File: src/rtl/tap_fifo_pkg.sv
// Package: shared sizing helpers for the shift-register FIFO.
// Assumes depth is a power of two no larger than 16.
package tap_fifo_pkg;
    // Width of the occupancy counter: the address bits plus one sign/empty bit.
    function automatic int cnt_width(input int depth);
        return $clog2(depth) + 1;
    endfunction
endpackage

File: src/rtl/tap_fifo_count.sv
// Occupancy counter: holds (words stored - 1) and rests at all ones when empty.
// Gates the push and pop requests, and exposes the read tap and the flags.
// Assumes DEPTH is a power of two, so the count never reaches the MSB while non-empty.
module tap_fifo_count #(
    parameter int DEPTH = 16,
    localparam int CW = tap_fifo_pkg::cnt_width(DEPTH),
    localparam int AW = CW - 1
) (
    input  logic          clk,
    input  logic          rst_n,
    input  logic          push,
    input  logic          pop,
    output logic          push_ok,
    output logic          pop_ok,
    output logic [AW-1:0] rd_addr,
    output logic          empty,
    output logic          full
);
    logic [CW-1:0] cnt_q;
    logic [CW-1:0] cnt_d;
    logic [CW-1:0] dec;
    logic [CW-1:0] inc;

    // Flags and tap address decoded straight from the registered count.
    always_comb begin
        empty   = cnt_q[CW-1];
        full    = (cnt_q == CW'(DEPTH - 1));
        rd_addr = cnt_q[AW-1:0];
    end

    // Accept requests only when they can take effect; form the single-sum next count.
    always_comb begin
        push_ok = push && !full;
        pop_ok  = pop && !empty;
        dec     = {CW{pop_ok}};
        inc     = {{(CW-1){1'b0}}, push_ok};
        cnt_d   = cnt_q + dec + inc;
    end

    // Count register; reset parks it at all ones (empty).
    always_ff @(posedge clk) begin
        if (!rst_n) cnt_q <= '1;
        else        cnt_q <= cnt_d;
    end
endmodule

File: src/rtl/tap_fifo_store.sv
// Storage: one shift chain per data bit, new word entering at tap 0.
// The addressed tap feeds a registered output that samples every cycle.
// Assumes the chains need no reset; only the output flop is cleared.
module tap_fifo_store #(
    parameter int WIDTH = 8,
    parameter int DEPTH = 16,
    localparam int AW = $clog2(DEPTH)
) (
    input  logic             clk,
    input  logic             rst_n,
    input  logic             shift_en,
    input  logic [WIDTH-1:0] wdata,
    input  logic [AW-1:0]    rd_addr,
    output logic [WIDTH-1:0] rdata
);
    logic [WIDTH-1:0] tap;

    for (genvar b = 0; b < WIDTH; b++) begin : g_bit
        logic [DEPTH-1:0] chain;

        // Shift the bit chain one place deeper and load the new bit at tap 0.
        always_ff @(posedge clk) begin
            if (shift_en) chain <= {chain[DEPTH-2:0], wdata[b]};
        end

        // Pick the tap that holds this bit of the oldest word.
        always_comb tap[b] = chain[rd_addr];
    end

    // Output register: capture the addressed tap on every clock.
    always_ff @(posedge clk) begin
        if (!rst_n) rdata <= '0;
        else        rdata <= tap;
    end
endmodule

File: src/rtl/tap_fifo.sv
// Top: shift-register FIFO whose read tap is the occupancy count.
// Assumes a single clock and DEPTH a power of two between 2 and 16.
module tap_fifo #(
    parameter int WIDTH = 8,
    parameter int DEPTH = 16
) (
    input  logic             clk,
    input  logic             rst_n,
    input  logic             push,
    input  logic [WIDTH-1:0] wdata,
    input  logic             pop,
    output logic [WIDTH-1:0] rdata,
    output logic             empty,
    output logic             full
);
    localparam int AW = $clog2(DEPTH);

    logic          push_ok;
    logic          pop_ok;
    logic [AW-1:0] rd_addr;

    // Counter: accepts requests and chooses the read tap.
    tap_fifo_count #(.DEPTH(DEPTH)) i_count (
        .clk     (clk),
        .rst_n   (rst_n),
        .push    (push),
        .pop     (pop),
        .push_ok (push_ok),
        .pop_ok  (pop_ok),
        .rd_addr (rd_addr),
        .empty   (empty),
        .full    (full)
    );

    // Storage: shifts on accepted pushes only; a pop moves no data.
    tap_fifo_store #(.WIDTH(WIDTH), .DEPTH(DEPTH)) i_store (
        .clk      (clk),
        .rst_n    (rst_n),
        .shift_en (push_ok),
        .wdata    (wdata),
        .rd_addr  (rd_addr),
        .rdata    (rdata)
    );
endmodule

File: config.mk
export PLATFORM = sky130hd
export DESIGN_NAME = tap_fifo
export DESIGN_NICKNAME = d
export VERILOG_FILES = /design/src/rtl/tap_fifo_pkg.sv /design/src/rtl/tap_fifo_count.sv /design/src/rtl/tap_fifo_store.sv /design/src/rtl/tap_fifo.sv
export SDC_FILE = /design/constraint.sdc
export NUM_CORES = 1
export LEC_CHECK = 0
export ABC_CLOCK_PERIOD_IN_PS = 11210
export BUFFER_PORTS_ARGS = -buffer_cell sky130_fd_sc_hd__buf_4
export CORE_ASPECT_RATIO = 1.4
export CORE_MARGIN = 10
export CORE_UTILIZATION = 45
export DETAILED_ROUTE_END_ITERATION = 16
export GPL_TIMING_DRIVEN = 0
export PLACE_DENSITY = 0.58
export SLEW_MARGIN = 0
export SYNTH_ARGS = -nofsm -noshare
export SYNTH_HDL_FRONTEND = slang
export SYNTH_SLANG_ARGS = --single-unit
File: constraint.sdc
create_clock -name clk -period 11.21 [get_ports clk]
set_input_delay 2.242 -clock clk [delete_from_list [all_inputs] [get_ports clk]]
set_output_delay 2.242 -clock clk [all_outputs]
set_load 0.02 [all_outputs]
# == After elaboration in Yosys (flattened, before gate mapping) ==
# Cells that the tools add are included.
# op_classes
add_sub_neg,2
n_lt_le_gt_ge,1
n_eq_ne,1
muxes,16
n_reduce_logical,4
# ops
op,count
binary-select mux 1 bit (select 4 bit),8
two-way mux 1 bit,8
adder 5 x 1 -> 5 bit,1
adder 5 bit,1
== test 5 x 4 -> 1 bit (second input constant),1
less-than comparator 4 x 5 -> 1 bit (second input constant),1
logical AND 1 bit,2
zero test 1 bit,2
# word_totals
regBits,141
input_bits,12
wordCells,34

# == Logic depth before layout (Yosys ltp) ==
# Gate-level depths: netlist of the first run.
# logic_depth
depth_word,4
ltp_mapped,12

# == By module ==
# From an unflattened synthesis of the first run, not the netlist that was laid out.
# hier_totals
hier_cells,272
hier_area_um2,5410.2
# by_module_without_submodules
module,instances,cells_each,area_per_inst_um2
tap_fifo_store,1,238,5106.1
tap_fifo_count,1,34,304.0

# == Least setup slack after synthesis of the first run ==
# OpenSTA, ideal clock, no wires.
# synth_path
path_type,input port to flip-flop
start,input push
end,"register i_store.g_bit[0].chain[0], enable pin"
setup_ps,480
t_arrival_ps,4850
required_ps,10730
setup_slack_ps,5879
stages,2
path_buffers,0
cell_sequence,o21ai_0 inv_1
# synth_via
elab_chain_cells,1
# synth_lines
item,line_no,rtl
"start, declared",tap_fifo.sv:9,"input logic push,"
logical AND 1 bit,tap_fifo_count.sv:33,push_ok = push && !full;
net i_count.push_ok,tap_fifo_count.sv:13,"output logic push_ok,"
"end signal, assigned",tap_fifo_store.sv:23,"if (shift_en) chain <= {chain[DEPTH-2:0], wdata[b]};"
"end, declared",tap_fifo_store.sv:19,logic [DEPTH-1:0] chain;
# The timed path passes the listed nets, and every way through them passes these cells.
# A chain may end at the register's enable or synchronous reset.

# == Final worst setup path of the first run ==
# layout_path
start,register i_count.cnt_q[1]
end,output full
# layout_via
elab_chain_cells,1
# layout_lines
item,line_no,rtl
"start, declared",tap_fifo_count.sv:19,logic [CW-1:0] cnt_q;
"start signal, assigned",tap_fifo_count.sv:43,else cnt_q <= cnt_d;
== test 5 x 4 -> 1 bit,tap_fifo_count.sv:27,full = (cnt_q == CW'(DEPTH - 1));
"end, declared",tap_fifo.sv:14,output logic full
# No other way between the ends.

==> results list, run 1 <==
- The run finished with clean final reports.
* Area leader, netlist: edfxtp_1
- In this run the power density over the cells is 266 nW/um^2.
- After detailed routing, the total wire length is about 10000 um.
- Along the worst path, the maximum fanout reaches 10.
* YS warnings: 0
* Max-cap violations: 0
- Number of clock sinks: about 140
- GR Util All Layers: between 10% and 20%
- Worst setup slack before clock tree synthesis: just over 7000 ps
- The largest single stage delay on the critical path is around 430 ps.
- Cells taking the most area after synthesis: edfxtp_1, mux2i_1, dfxtp_1, mux4_2, a22oi_1
- The worst path in the final design needs a cycle of 3970 ps, including I/O delays and setup.
- In the final layout, the share of cells above drive strength 1 is approximately a fifth.
- Global-route wire length before repair: 15800 um
- Worst Tran Pin Value: roughly 700 ps
- The worst setup path is captured at an output pin.
* Max Root-Sink Buffers: 2
- TritonCTS built the clock tree.
* Final setup TNS: 0 ps
- Routed WL per cell: 19.9 um
- Number of nets in the synthesized netlist: 316
- Entering global routing, the biggest net connects a little over 100 pins.
- Yosys mapped the design onto 30 distinct sky130hd cell types.
* Via density per instance: 5.40
- Area growth from synthesis to layout: 17.4%
- The total count of max-transition violations in the final report came to 0.
- The number of antenna diodes in the final layout is 0.
* Clock insertion delay at the later pin of the skew report: approximately 410 ps
* Data arrival time at the worst-slack endpoint: roughly 1700 ps
- Ranking of synthesized cells by instance count: edfxtp_1, mux2i_1, a22oi_1, dfxtp_1, nand2_1
- Via count of the routed design: 2702
* Final setup violation count: 0
* CP Class: reg2out
* Path type of the worst min-delay path: reg2reg
* Number of DRC violations after detailed routing: 0
- On the final layout, the worst clock skew is between 5 and 6 ps.
* Top achievable clock speed: 252 MHz
- Post-CTS timing repair inserted 0 buffers for setup.
- Number of flops mapped to enable cells by yosys: 128
- Setup repair after global routing left no endpoint under its margin.
* Count of mapped cells out of synthesis: 299
- Iteration-0 DRC count of the detailed router: 254
- Share of the synthesized area in the top cell type: 70.6%
* Register clock-pin slew on the reported worst setup and hold paths: approximately 50 ps
- Critical register-to-register path startpoint: i_count.cnt_q[1]$_SDFF_PN1_
- I/O Buffers: 21
- After synthesis, the share of flip-flops with an asynchronous set or reset is 0%.
* Die Wd: 113 um
- The wire-length estimate of the detail-placed layout is ~6000 um.
- Crit path launch: i_count.cnt_q[1]$_SDFF_PN1_
- In this run the static leakage power is 2.49 nW.
- Cell at the slowest stage of the critical path: dfxtp_1
- Pre-Repair DR Iteration Count: 4
- Max H-tree Level: 4
- Total overflow reported by the global router: 0
* Final weighted congestion in routability-driven placement: 0.776
* Total clock buffers created by CTS: 17
- Summing all non-filler instances in the final layout gives an area of about 6400 sq um.
- Data on the critical path is required at its endpoint by 8970 ps.
- Synthesis inferred 141 register bits.
- In this run the most critical hold path is launched from i_store.g_bit[5].chain[12]$_DFFE_PP_.
- Peak supply drop: ~0.13 mV
- Die Height: about 150 um
* Most instantiated library cell after synthesis: edfxtp_1
* Slack of the critical path: 7240 ps
- During I/O placement, the number of pins put on the boundary was 22.
- Starting utilization of the core area: a little under half
- Final Hold Viols: 0
- Overall die area: between 15000 and 20000 sq um
* Post-synthesis instance area: roughly 5400 sq um
- Root Buffer: clkbuf_16
- Post-layout util: 54.1%
- Among all flip-flop cells after synthesis, the most frequent one is edfxtp_1.
* Hold buffers post-CTS: 0
* Number of filler instances in the final layout: 939
- In this run the tightest slew margin relative to its limit is a little over half.
* Tcrit/Tclk final: a little over a third
- Sequential elements use 75.3% of the synthesized area.
* Number of core rows: 47
- Count of nets left with antenna violations after detail routing: 0
* CTS resizes: 0
* Placed standard-cell area: roughly 5800 sq um
* Sort of element at the start of the critical path: flop
- In this run the mean area of a mapped cell was 18.2 sq um.
- Count of nets after finishing: 357
- Number of antenna violations at the first check in global routing: 0
- Cell chain of the critical path: buf_2 > and2_1 > nand3_1 > nor2_1 > buf_4
* Via count of the first global-routing pass: 2811
* Core box area: ~12000 sq um
==> flip-flops by register name, indices dropped and copies added, names as in the netlist <==
register and flops:
i_count.cnt_q 5, i_store.rdata 8, i_store.g_bit.chain 128
==> per-stage QoR <==
stage | instances | hold slack (ps) | power (W)
2_1_floorplan | 299 | 421 | 0.00105
3_3_place_gp | 467 | 425 | 0.00118
3_5_place_dp | 468 | 427 | 0.00118
4_1_cts | 500 | 442 | 0.00172
5_1_grt | 500 | 455 | 0.00179
6_report | 500 | 441 | 0.00170
==> layout make-up <==
| class | instances | area [sq um] | share of cell area [%] |
|---|---|---|---|
| Inverter | 5 | 23.8 | 0.372 |
| Clock inverter | 8 | 90.1 | 1.41 |
| Multi-Input combinational cell | 139 | 1210 | 18.9 |
| Timing Repair Buffer | 22 | 185 | 2.90 |
| Tap cell | 147 | 184 | 2.88 |
| Sequential cell | 141 | 4100 | 64.2 |
| Buffer | 14 | 116 | 1.82 |
| Clock buffer | 24 | 482 | 7.53 |
==> placed cells by master, fill, tap and decap left out, types with 5 or more instances in the layout <==
cell       instances
edfxtp_1         128
mux2i_1           48
buf_4             23
a22oi_1           20
clkbuf_16         17
dfxtp_1           13
nand2_1           12
nand3_1            9
mux4_2             8
nand2b_1           6
nor2b_1            6
clkbuf_1           6
clkinv_2           6
buf_2              5
==> power breakdown <==
part	switching, W	internal [W]
clock	0.000197	0.000343
sequential	0.0000490	0.000710
combinational	0.000223	0.000182
total	0.000469	0.00123
==> layer usage <==
metal	part of all wire, %	GRT usage (%)	up-vias
met5	0	0	-
met2	50	19.5	52
met4	1.4	4.96	0
li1	-	-	1259
met3	3.1	3.19	14
met1	46	15.1	1377
==> logic make-up (layout without fill, tap and decap cells) <==
| family | count (synthesis) | in the layout | synth area share [%] |
|---|---|---|---|
| fa+ha+maj | 5 | 5 | 1.42 |
| xor+xnor | 2 | 2 | 0.322 |
| mux | 56 | 56 | 12.1 |
| buf+inv | 19 | 73 | 2.48 |
| flops | 141 | 141 | 75.3 |
| simple gates | 38 | 38 | 3.49 |
| compound gates | 38 | 38 | 4.82 |
==> critical path: cells and delay by family (launching register included) <==
kind                   cells  cell delay, ps
buffers and inverters      2             480
DFF                        1             430
and+or+nand+nor            3             410
==> path summary, 6_finish.rpt <==
check | slack, ps | cells after the start | end
max | 7240 | 5 | full
min | 440 | 0 | i_store.g_bit[5].chain[13]$_DFFE_PP_
max reg2reg | 8140 | 11 | i_count.cnt_q[4]$_SDFF_PN1_
min reg2reg | 440 | 0 | i_store.g_bit[5].chain[13]$_DFFE_PP_
Note: power is estimated with default switching activity, not from simulation.
==> inputs of run 2 (changes only) <==
- ABC_CLOCK_PERIOD_IN_PS: 11210 -> 3880
- clock period: 11.21 -> 3.88 ns (I/O delays scaled with it)
==> run 2 against run 1 <==
Net effect: flip-flop and latch count did not move; critical path type is now reg2reg; largest cell class unchanged; global-route usage up 0.14 points; sequential share of layout area about the same.
==> results list, run 2 (synthesis results as in run 1) <==
* Via count of the routed design: approximately 2700
- Setup repair after global routing left no endpoint under its margin.
* Tcrit/Tclk final: 87.7%
* Cell at the slowest stage of the critical path: clkinvlp_4
- Total overflow reported by the global router: 0
- GR Util All Layers: 12.2%
* Clock insertion delay at the later pin of the skew report: approximately 420 ps
- Root Buffer: clkbuf_16
- Core box area: 11800 sq um
* Largest registers ranked by flip-flop count: i_store.g_bit.chain x128, i_store.rdata x8, i_count.cnt_q x5
* Slack of the critical path: 477 ps
- The first global-routing pass estimated 15900 um of wire.
- The routed design could run at a clock period as short as around 3400 ps.
- During placement, the flow inserted port buffers numbering 21.
- The number of antenna diodes in the final layout is 0.
- After the first detailed-routing iteration, the DRC count stood at 202.
- Sort of element at the start of the critical path: flop
* CTS tree: done
* Top achievable clock speed: roughly 290 MHz
- Largest fanout on the critical path: 46
- Max Root-Sink Buffers: 2
- Final Routed Wirelength: 9980 um
* HPWL after DPL: 6110 um
- Buffers inserted to repair hold after CTS numbered 0.
- Top cell by count, worst path: buf_12
- Data on the critical path is required at its endpoint by 4030 ps.
- The library cell used most frequently in the layout, excluding fill and tap cells, is edfxtp_1.
* Number of core rows: 47
* Power density relative to cell area: 764 nW/um^2
- Final weighted congestion in routability-driven placement: 0.714
- The via count of the first global-routing pass is about 2900.
- Once layout is complete, the utilization of the core stands at between 50 and 60%.
- Worst Tran Pin Value: 907 ps
- The register with the most flip-flops in the layout has 128 of them.
- Commonest cells after routing, fill and taps aside: edfxtp_1, mux2i_1, buf_4, a22oi_1, clkbuf_16
* Number of setup buffers added after CTS: 0
- Crit path buffers/inverters: 4
- The completed layout was analyzed and its total power is 0.00489 W.
- For this configuration, the core starts out at a cell density of 46.1%.
- For the worst setup path, the data arrival time is 3550 ps.
* Worst setup slack before clock tree synthesis: roughly 500 ps
* Hold slack: 445 ps
- Entering global routing, the biggest net connects 47 pins.
* Routed WL per cell: 19.9 um
- Peak supply drop: roughly 0.40 mV
- The post-route netlist has between 20% and 30% of its cells at a drive strength greater than 1.
* Leakage: approximately 2.5 nW
- For this run, design rule violations remaining after detail routing come to 0.
* Register ranked first by flip-flop count: i_store.g_bit.chain
* Via density per instance: 5.44
- Die Height: 150 um
* CTS resizes: 0
- The path class of the tightest hold or removal check is reg2reg.
* Maximum single-stage delay on the critical path: 880 ps
- Max-slew violation count: 0
- For the final routed database, the setup TNS stands at 0 ps.
- The number of antenna violations at the first check in global routing was 0.
- The clock drives between 100 and 150 sinks.
* Worst-case headroom to the max-slew limit: between 30 and 40%
- Max H-tree Level: 4
- The pre-antenna-repair detailed-routing pass consisted of 4 iterations.
- Result of the run: finished, final reports clean
- Overall die area: around 17000 sq um
- Top-level port count: 22
* Number of filler instances in the final layout: 932
* CP Class: reg2reg
* Kind of end point of the critical path: flop
- After clock tree synthesis, the clock-pin slew on the worst setup and hold paths is 60 ps.
- The tool flagged a number of max-cap violations equal to 0.
* Cell family with most CP delay: buffers and inverters
* Area growth from synthesis to layout: 17.4%
- Buffers inserted during clock tree synthesis total 17.
- Die Wd: 113 um
- Final setup violation count: 0
* Count of nets after finishing: between 300 and 400
* Count of nets left with antenna violations after detail routing: 0
- Final Hold Viols: 0
- Cell chain of the critical path: buf_2 > and2_1 > nand3_1 > o21ai_0 > clkinvlp_4 > buf_12 > buf_12
* Worst clock skew: 6.67 ps
run 2: layout make-up:
cell class                      count  area [sq um]  share of cell area, %
Sequential cell                   141          4100                   64.2
Clock inverter                     15           139                   2.17
Multi-Input combinational cell    139          1210                   18.9
Timing Repair Buffer               23           198                   3.09
Buffer                             14           116                   1.82
Inverter                            5          22.5                  0.352
Tap cell                          147           184                   2.88
Clock buffer                       17           425                   6.65
run 2: path summary, 6_finish.rpt:
| kind | start | to | slack, ps | depth (start not counted) |
|---|---|---|---|---|
| worst max register to register | i_count.cnt_q[1]$_SDFF_PN1_ | i_store.g_bit[3].chain[5]$_DFFE_PP_ | 480 | 7 |
| worst min-delay path | i_store.g_bit[6].chain[2]$_DFFE_PP_ | i_store.g_bit[6].chain[3]$_DFFE_PP_ | 450 | 0 |
| worst max-delay path | i_count.cnt_q[1]$_SDFF_PN1_ | i_store.g_bit[3].chain[5]$_DFFE_PP_ | 480 | 7 |
| worst min register to register | i_store.g_bit[6].chain[2]$_DFFE_PP_ | i_store.g_bit[6].chain[3]$_DFFE_PP_ | 450 | 0 |
run 2: routing by layer:
layer	global-route usage (%)	vias to the layer above	share of wire, %
met2	18.8	50	49
li1	-	1260	-
met1	15.6	1403	46
met3	3.62	14	3.7
met4	5.66	0	1.5
met5	0	-	0
run 2: where the power goes:
group	total, W	switching, W	leakage, nW	internal [W]
clock	0.00153	0.000639	0.258	0.000888
sequential	0.00219	0.000141	1.35	0.00205
combinational	0.00117	0.000644	0.851	0.000530
run 2: metrics by stage:
stage                     std cells  instance area, sq um
after floorplan                 299                  5450
final                           501                  6400
after global placement          467                  5790
after global routing            501                  6400
after CTS                       501                  6400
after detailed placement        469                  5830
run 2: worst register-to-register path: stages (launching register included):
cell	delay, ps
dfxtp_1	430
buf_2	320
and2_1	210
nand3_1	110
o21ai_0	420
clkinvlp_4	880
buf_12	510
buf_12	230
==> inputs of run 3 (changes only) <==
- CORE_MARGIN: 10 -> default
==> run 3 against run 2 <==
Net effect: fmax rose by 11%; clock power grew 14%; cell area is 1.3% higher; clock skew grew 2.6 ps; register-to-register slack improved by 340 ps; largest cell class unchanged; highest routed layer unchanged; flip-flop and latch count unchanged; first-iteration DRC count fell by 21%; largest power group unchanged; clock-buffer cell count up 1.
==> results list, run 3 (synthesis results as in run 1) <==
- The total count of hold-check failures in the final report is 0.
- Via count of the first global-routing pass: between 2000 and 3000
- I/O Buffers: 21
- STA classifies the critical path startpoint as a flop.
- The library cells used most frequently in the layout, excluding fill and tap cells, are edfxtp_1, mux2i_1, buf_4, a22oi_1, clkbuf_16.
* Clock insertion delay at the later pin of the skew report: ~420 ps
- After detailed routing, the average wire length per cell comes to 19.7 um.
- After floorplanning, the core was sized to cover 11800 sq um.
* Multi-input gate area: about 1200 sq um
- The layout has 935 filler cells.
* Max-slew violation count: 0
- Detailed placement ended at an HPWL of 6030 um.
- Number of clock sinks: 141
- For this run, global-route usage on met3 was measured as 3.98%.
- Setup repair after global routing left no endpoint under its margin.
* N_diodes: 0
* Register ranked first by flip-flop count: i_store.g_bit.chain
- The die covers between 10000 and 15000 sq um.
* Internal power contribution: 0.00371 W
- After the first detailed-routing iteration, the DRC count stood at 160.
- In this run the worst path has a maximum fanout of 40.
* Top achievable clock speed: 326 MHz
- CTS resizes: 0
- Summed over all layers, the global routing overflow is 0.
- Result of the run: finished, final reports clean
- Using the TritonRoute via totals, the vias-per-cell ratio works out to about 5.3.
- Final Routed Wirelength: 9890 um
- Summed over all nets, the switching power comes to 0.00139 W.
* Tcrit/Tclk final: about four fifths
- After global routing, the most crowded layer is met2.
- The clock passes through at most 2 buffers.
- After the last flow step, the layout net total stands at around 360.
* Max H-tree Level: 4
- In the global route stage, met2 resource usage came out at 28.5%.
* Switching portion of total power: 27.2%
- Entering global routing, the biggest net connects 41 pins.
- For the worst setup path, the data required time is between 4000 and 5000 ps.
- Peak supply drop: 0.416 mV
* Top-level port count: 22
- Subtracting the final worst setup slack from the clock period gives 3070 ps.
* Fraction of power consumed by sequential logic: 43.0%
- At the worst endpoint, the arrival time is 3230 ps.
- Max-cap violations: 0
* Area growth from synthesis to layout: 19.0%
- For the final database, setup skew stands at 9.29 ps.
- Combinational logic is responsible for between 20% and 30% of the overall power.
- Leakage: 2.51 nW
- Via count of the routed design: 2659
- Clock-pin slew was measured on the worst setup and hold paths at ~60 ps.
- Most common library cell in the layout ignoring fill and taps: edfxtp_1
* Hold buffers post-CTS: 0
- Kind of end point of the critical path: flop
- The largest registers in the layout are i_store.g_bit.chain x128, i_store.rdata x8, i_count.cnt_q x5.
* Number of antenna violations at the first check in global routing: 0
- In this run, CTS created clock tree buffers numbering 17.
- For this run, global-route usage on met1 was measured as a little under a quarter.
- After detailed routing, the number of remaining DRC violations is 0.
- Die Height: 132 um
* Count of nets left with antenna violations after detail routing: 0
- In this run the worst hold path is classified as reg2reg.
- Power share of the clock group: 34.1%
* Root Buffer: clkbuf_16
* Placed standard-cell area: 5850 sq um
- Once the clock tree was built, the setup fixing pass inserted 0 buffers.
- CP Class: reg2reg
- GR Util All Layers: 17.8%
* Reg2reg setup slack: 810 ps
* Number of core rows: 47
* Worst-case headroom to the max-slew limit: between 50% and 60%
- The pre-antenna-repair detailed-routing pass consisted of 4 iterations.
- Post-route design area: roughly 6500 sq um
- Setup violations remaining at the end of the flow were counted as 0.
- The register with the most flip-flops in the layout has between 100 and 150 of them.
- The first global-routing pass estimated 15700 um of wire.
- Storage cell area: 4100 sq um
* CTS tree: done
* Die Wd: about 95 um
- Fraction of layout instances using a drive strength above 1: 20.6%
* Final setup TNS: 0 ps
* Final weighted congestion in routability-driven placement: 0.705
- Power density relative to cell area: between 700 and 800 nW/um^2
- Starting utilization of the core area: 46.1%
* Worst Tran Pin Value: 676 ps
[run 3: through the flow]
| step | worst slack (ps) | utilization, % | hold WS, ps | cells | power (W) |
|---|---|---|---|---|---|
| floorplan | 240 | - | 421 | 299 | 0.00304 |
| global placement | -691 | 49.0 | 426 | 467 | 0.00338 |
| detailed placement | 783 | 49.5 | 433 | 470 | 0.00342 |
| CTS | 751 | 54.8 | 448 | 502 | 0.00516 |
| global route | 541 | 54.8 | 454 | 502 | 0.00533 |
| finish | 813 | 54.8 | 446 | 502 | 0.00510 |
[run 3: final timing paths]
kind                                             start                              endpoint  cells past startpoint
setup / recovery           i_count.cnt_q[1]$_SDFF_PN1_   i_store.g_bit[4].chain[8]$_DFFE_PP_                      8
hold / removal    i_store.g_bit[7].chain[12]$_DFFE_PP_  i_store.g_bit[7].chain[13]$_DFFE_PP_                      0
setup reg to reg           i_count.cnt_q[1]$_SDFF_PN1_   i_store.g_bit[4].chain[8]$_DFFE_PP_                      8
hold reg to reg   i_store.g_bit[7].chain[12]$_DFFE_PP_  i_store.g_bit[7].chain[13]$_DFFE_PP_                      0
[run 3: cell type report]
| class | instances | share of cell area (%) |
|---|---|---|
| well taps | 147 | 2.84 |
| clock inverters | 14 | 3.07 |
| inverters | 5 | 0.347 |
| flip-flops and latches | 141 | 63.3 |
| clock buffers | 18 | 6.62 |
| plain buffers | 14 | 1.80 |
| repair buffers | 24 | 3.36 |
| multi-input cells | 139 | 18.6 |
[run 3: worst max-delay path, cell delays in order (launching register included)]
cell        delay (ps)
dfxtp_1            420
buf_2              320
and2_1             190
nand3_1            110
o21ai_0            430
clkinvlp_4         530
buf_12             350
buf_12             210
buf_12             200
[run 3: power groups by stage]
stage	registers [W]	clock network (W)	logic, W
6_report	0.00219	0.00174	0.00117
5_1_grt	0.00223	0.00182	0.00128
4_1_cts	0.00220	0.00176	0.00120
3_5_place_dp	0.00222	0	0.00119
3_3_place_gp	0.00222	0	0.00116
2_1_floorplan	0.00223	0	0.000814
[run 3: routing by layer]
| layer | routed length (um) | share of wire, % | vias up |
|---|---|---|---|
| met4 | 190 | 1.9 | 0 |
| met5 | 0 | 0 | - |
| met1 | 4390 | 44 | 1360 |
| met2 | 5040 | 51 | 30 |
| met3 | 260 | 2.6 | 16 |
| li1 | - | - | 1253 |
